**src/rtl/xint_pkg.sv**
```systemverilog
package xint_pkg;
  localparam int FIELD_W = 4;
  localparam int F_TRIG  = 0;
  localparam int F_FLAG  = 1;
  localparam int F_EN    = 2;
  localparam int F_PRI   = 3;

  typedef struct packed {
    logic pri;
    logic en;
    logic flag;
    logic trig;
  } xint_field_t;
endpackage

```
**src/rtl/xint_sync.sv**
```systemverilog
module xint_sync #(
  parameter int STAGES = 2
) (
  input  logic clk_i,
  input  logic rst_ni,
  input  logic pin_n_i,
  output logic lvl_o,
  output logic fall_o
);
  logic [STAGES-1:0] chain_q;
  logic              last_q;

  // pins idle high: reset chain to 1 so no false edge after reset
  always_ff @(posedge clk_i or negedge rst_ni) begin
    if (!rst_ni) begin
      chain_q <= '1;
      last_q  <= 1'b1;
    end else begin
      chain_q <= {chain_q[STAGES-2:0], pin_n_i};
      last_q  <= chain_q[STAGES-1];
    end
  end

  assign lvl_o  = ~chain_q[STAGES-1];
  assign fall_o = last_q & ~chain_q[STAGES-1];
endmodule

```
**src/rtl/xint_access.sv**
```systemverilog
module xint_access #(
  parameter int          REG_W    = 8,
  parameter logic [7:0]  REG_ADDR = 8'hC0
) (
  input  logic             byte_we_i,
  input  logic [7:0]       byte_addr_i,
  input  logic [REG_W-1:0] byte_wdata_i,
  input  logic             bit_we_i,
  input  logic [7:0]       bit_addr_i,
  input  logic             bit_val_i,
  output logic [REG_W-1:0] wmask_o,
  output logic [REG_W-1:0] wval_o
);
  localparam int IDX_W = $clog2(REG_W);

  logic byte_hit;
  logic bit_hit;

  assign byte_hit = byte_we_i && (byte_addr_i == REG_ADDR);
  assign bit_hit  = bit_we_i && (bit_addr_i[7:IDX_W] == REG_ADDR[7:IDX_W]);

  always_comb begin
    wmask_o = '0;
    wval_o  = '0;
    if (byte_hit) begin
      wmask_o = '1;
      wval_o  = byte_wdata_i;
    end
    // bit op overrides its bit of a same-cycle byte write
    for (int i = 0; i < REG_W; i++) begin
      if (bit_hit && (bit_addr_i[IDX_W-1:0] == IDX_W'(i))) begin
        wmask_o[i] = 1'b1;
        wval_o[i]  = bit_val_i;
      end
    end
  end
endmodule

```
**src/rtl/xint_src.sv**
```systemverilog
module xint_src
  import xint_pkg::*;
(
  input  logic        clk_i,
  input  logic        rst_ni,
  input  logic        fall_i,
  input  logic        lvl_i,
  input  logic        svc_i,
  input  logic [3:0]  wr_mask_i,
  input  logic [3:0]  wr_val_i,
  output xint_field_t field_o,
  output logic        irq_o,
  output logic        prio_o
);
  xint_field_t field_q;
  xint_field_t field_d;

  always_comb begin
    field_d = xint_field_t'((field_q & ~wr_mask_i) | (wr_val_i & wr_mask_i));
    if (field_q.trig) begin
      if (fall_i)                 field_d.flag = 1'b1;
      else if (!wr_mask_i[F_FLAG]) field_d.flag = svc_i ? 1'b0 : field_q.flag;
    end else begin
      field_d.flag = lvl_i;
    end
  end

  always_ff @(posedge clk_i or negedge rst_ni) begin
    if (!rst_ni) field_q <= '0;
    else         field_q <= field_d;
  end

  assign field_o = field_q;
  assign irq_o   = field_q.flag & field_q.en;
  assign prio_o  = field_q.pri;
endmodule

```
**src/rtl/xint_ctrl.sv**
```systemverilog
module xint_ctrl
  import xint_pkg::*;
#(
  parameter int         N_SRC       = 2,
  parameter logic [7:0] REG_ADDR    = 8'hC0,
  parameter int         SYNC_STAGES = 2
) (
  input  logic                     clk_i,
  input  logic                     rst_ni,
  input  logic [N_SRC-1:0]         xint_n_i,
  input  logic                     byte_we_i,
  input  logic [7:0]               byte_addr_i,
  input  logic [FIELD_W*N_SRC-1:0] byte_wdata_i,
  input  logic                     bit_we_i,
  input  logic [7:0]               bit_addr_i,
  input  logic                     bit_val_i,
  input  logic [N_SRC-1:0]         svc_i,
  output logic [FIELD_W*N_SRC-1:0] reg_rdata_o,
  output logic [N_SRC-1:0]         irq_o,
  output logic [N_SRC-1:0]         prio_o
);
  localparam int REG_W = FIELD_W * N_SRC;

  logic [REG_W-1:0] wmask;
  logic [REG_W-1:0] wval;
  logic [N_SRC-1:0] fall;
  logic [N_SRC-1:0] lvl;

  xint_access #(.REG_W(REG_W), .REG_ADDR(REG_ADDR)) i_access (
    .byte_we_i   (byte_we_i),
    .byte_addr_i (byte_addr_i),
    .byte_wdata_i(byte_wdata_i),
    .bit_we_i    (bit_we_i),
    .bit_addr_i  (bit_addr_i),
    .bit_val_i   (bit_val_i),
    .wmask_o     (wmask),
    .wval_o      (wval)
  );

  for (genvar n = 0; n < N_SRC; n++) begin : g_src
    xint_field_t field;

    xint_sync #(.STAGES(SYNC_STAGES)) i_sync (
      .clk_i  (clk_i),
      .rst_ni (rst_ni),
      .pin_n_i(xint_n_i[n]),
      .lvl_o  (lvl[n]),
      .fall_o (fall[n])
    );

    xint_src i_src (
      .clk_i    (clk_i),
      .rst_ni   (rst_ni),
      .fall_i   (fall[n]),
      .lvl_i    (lvl[n]),
      .svc_i    (svc_i[n]),
      .wr_mask_i(wmask[n*FIELD_W +: FIELD_W]),
      .wr_val_i (wval[n*FIELD_W +: FIELD_W]),
      .field_o  (field),
      .irq_o    (irq_o[n]),
      .prio_o   (prio_o[n])
    );

    assign reg_rdata_o[n*FIELD_W +: FIELD_W] = field;
  end
endmodule

```
**config.mk**
```make
export PLATFORM = sky130hd
export DESIGN_NAME = xint_ctrl
export DESIGN_NICKNAME = d
export VERILOG_FILES = /design/src/rtl/xint_pkg.sv /design/src/rtl/xint_sync.sv /design/src/rtl/xint_access.sv /design/src/rtl/xint_src.sv /design/src/rtl/xint_ctrl.sv
export SDC_FILE = /design/constraint.sdc
export NUM_CORES = 1
export LEC_CHECK = 0
export ABC_AREA = 1
export BUFFER_PORTS_ARGS = -buffer_cell sky130_fd_sc_hd__buf_2
export CAP_MARGIN = 25
export CORE_ASPECT_RATIO = 0.5
export CORE_MARGIN = 2
export CORE_UTILIZATION = 30
export DETAILED_ROUTE_END_ITERATION = 8
export GPL_ROUTABILITY_DRIVEN = 0
export HOLD_SLACK_MARGIN = 0.08
export PLACE_DENSITY_LB_ADDON = 0.12
export SLEW_MARGIN = 40
export SYNTH_ARGS = -nofsm -noshare
export SYNTH_HDL_FRONTEND = slang
export SYNTH_HIERARCHICAL = 1
export SYNTH_SLANG_ARGS = --single-unit
```
**constraint.sdc**
```tcl
create_clock -name clk_i -period 1 [get_ports clk_i]
set_input_delay 0.05 -clock clk_i [delete_from_list [all_inputs] [get_ports clk_i]]
set_output_delay 0.05 -clock clk_i [all_outputs]
set_load 0.05 [all_outputs]
```
==> results.cfg <==
[critical_path]
r2r_slack_ns = 0.04
reg2reg_depth = 6
crit_buf_inv = 2
cp-end-kind = register
r2r-start = g_src[1].i_sync/last_q
timing_worst_setup_path_type = reg -> reg
cp-start-kind = register
arrival_ns = 1.14
required_ns = 1.18
crit_slowest_cell = dfstp_2
cp_max_fo = 2
timing.rr.end = g_src[1].i_src/field_o[1]
slowest_delay_ns = 0.52
crit_path_frequent_cell = nand2_1
crit_family = flip-flops
path_cells = inv_2 > nor2_4 > inv_1 > nand2_1 > nand2_1 > nand3_1

[status]
status = completed

[hold_path]
hold_class = in -> reg
holdPathStages = 4
holdPathEnd = g_src[0].i_src/field_o[1]
worstHoldStart = svc_i[0]

[grt]
antenna_found_initial = 0
grtUsageTotal = 0.136
grt_pass1_vias = 922
overflow = 0
grt_pass1_wl_um = 4000
grt_max_degree = 16

[job]
max-cap-violations = 0

[power]
p_leak_nw = 0.770
p_per_area_mw_per_mm2 = 1340
peakVddDrop_v = 0.000637

[place]
post-place-cells = 226
dp_hpwl_um = 1870
io_buffers = 44
place_ws_ns = -0.156

[timing]
hold_viol_final = 0
setup_tns_ns = 0
fin_skew_ns = 0.00652
relSlewSlack = 0.772
timing.final.crit_share = 0.960
min_period_ns = 0.960
max_freq_mhz = 1040
fin_ws_ns = 0.0402
tightest_slew_ns = 0.340
finalMaxSlewViolations = 0
setup_viol = 0
rsz0062_at_grt = yes

[clock_network]
path_clk_slew_ns = 0.05
clkLatencyLatePin_ns = 0.25
htreeDepth = 1
cts_buffers = 3
post_cts_buffers = 0
cts_sinks = 14
cts-root-buf = clkbuf_8
clock_path_buffers = 2
cts_tree = yes

[logic_synthesis]
synth_edf_count = 0
synth_area_um2 = 987
ys_async_sr_fraction = 1.00
synth_top_family_by_area = simple AND/OR/NAND/NOR gates
syn_nets = 176
dominantRegCellSynth = dfrtp_1
synth_simple_gate_area_frac = 0.458
ys_seq_area_frac = 0.362
yosysUniqueCellTypes = 20
synth_compound_area_frac = 0.0304
synth_area_per_cell_um2 = 6.90
yosys.area_share.xor_xnor = 0
synthMuxAreaShare = 0
synth-seq-cells = 14
synth-adder-area-share = 0
yosysWarningCount = 6
syn_inst = 143

[route]
drc_errors = 0
via_per_inst = 4.42
ant_nets = 0
drt_iter0_drc = 46
wl_per_cell_um = 10.1
wl_um = 2350
vias = 1030
drtPass1Iterations = 4

[layout]
nets = 227
layout-drive-gt1-share = 0.456
areaGrowthSynthToFinish_pct = 39.7
instances_no_fill = 233
antenna-diode-count = 0
final_core_util = 0.450

[floorplan]
die_area_mm2 = 0.00379
die_y_um = 44.6
die_w_um = 85.1
start_util = 0.322
ioPinCount = 45
core_region_area_mm2 = 0.00307
rows = 14
-- synthesized netlist by cell type (2+ instances only) --
cell / n / area (um^2)
nand3_1: 13 / 65.1
dfrtp_1: 8 / 200
nand3_2: 2 / 20.0
nor2_2: 6 / 37.5
dfstp_2: 6 / 158
buf_4: 3 / 22.5
nor2_4: 2 / 22.5
nand4_1: 6 / 37.5
nor2_1: 6 / 22.5
inv_1: 22 / 82.6
nor3_1: 7 / 35.0
inv_2: 7 / 26.3
nand2_2: 3 / 18.8
nand2_1: 41 / 154
o21ai_0: 6 / 30.0
-- tightest hold or removal path, stage by stage --
cell and delay, ns:
buf_2 0.08, nor2_1 0.04, nand3_1 0.05, nand3_1 0.06
-- kinds of logic (layout without fill, tap and decap cells) --
logic type      count (synthesis)  after routing
simple gates                   89             89
buf+inv                        34             84
flops                          14             14
compound gates                  6              6
-- how the worst max path moves through the flow --
stage                                 from                   endpoint  slack, ns  depth (start not counted)
floorplan                         register  g_src[0].i_src/field_o[1]      0.004                          4
global placement             bit_addr_i[4]  g_src[1].i_src/field_o[1]      -0.12                         12
detailed placement          byte_addr_i[5]  g_src[0].i_src/field_o[1]      -0.16                         10
CTS                               register                   irq_o[1]      0.003                          3
global route        g_src[1].i_sync/last_q  g_src[1].i_src/field_o[1]      -0.05                          6
finish              g_src[1].i_sync/last_q  g_src[1].i_src/field_o[1]       0.04                          6
-- area by class of cell --
class | count | area [um^2]
multi-input cells | 95 | 494
fillers | 327 | 1690
clock buffers | 4 | 55.1
repair buffers | 51 | 308
inverters | 29 | 109
flip-flops and latches | 14 | 363
well taps | 40 | 50.0
-- metrics by stage --
| step | power (mW) | hold WS [ns] | cell area [um^2] |
|---|---|---|---|
| finish | 1.84 | 0.0802 | 1380 |
| detailed placement | 1.26 | -0.0410 | 1270 |
| global route | 1.96 | 0.102 | 1380 |
| floorplan | 1.10 | -0.246 | 992 |
| CTS | 1.85 | 0.0834 | 1360 |
| global placement | 1.26 | -0.0370 | 1270 |
-- layer usage --
layer  track usage  wire [um]  share of wire  up-vias
li1              -          -              -      543
met2         0.198        943           0.40       46
met4        0.0444         26          0.011        0
met3        0.0429        237           0.10        5
met5             0          0              0        -
met1         0.193       1140           0.49      436
-- cell usage in the layout (no fill, tap or decap), types with 2 or more instances in the layout --
master / netlist / final
buf_2: 1 / 41
buf_4: 3 / 3
buf_6: 1 / 2
clkbuf_8: 0 / 4
dfrtp_1: 8 / 4
dfrtp_2: 0 / 4
dfstp_2: 6 / 6
dlygate4sd3_1: 0 / 3
inv_1: 22 / 20
inv_2: 7 / 9
nand2_1: 41 / 41
nand2_2: 3 / 3
nand3_1: 13 / 13
nand3_2: 2 / 2
nand4_1: 6 / 6
nor2_1: 6 / 5
nor2_2: 6 / 5
nor2_4: 2 / 4
nor3_1: 7 / 7
o21ai_0: 6 / 6
-- where the power goes --
part           total [mW]  switching [mW]  internal [mW]
registers           0.686          0.0456          0.641
logic               0.598           0.423          0.176
clock network       0.559           0.210          0.349
-- what timing repair did --
item                                    4_1_cts  5_1_grt
endpoints found under the setup margin        2        5
resized for setup                             2        8
hold buffers                                  3        0
endpoints found under the hold margin        16        0
pin swaps                                     0        7
(Power assumes the default switching activity.)
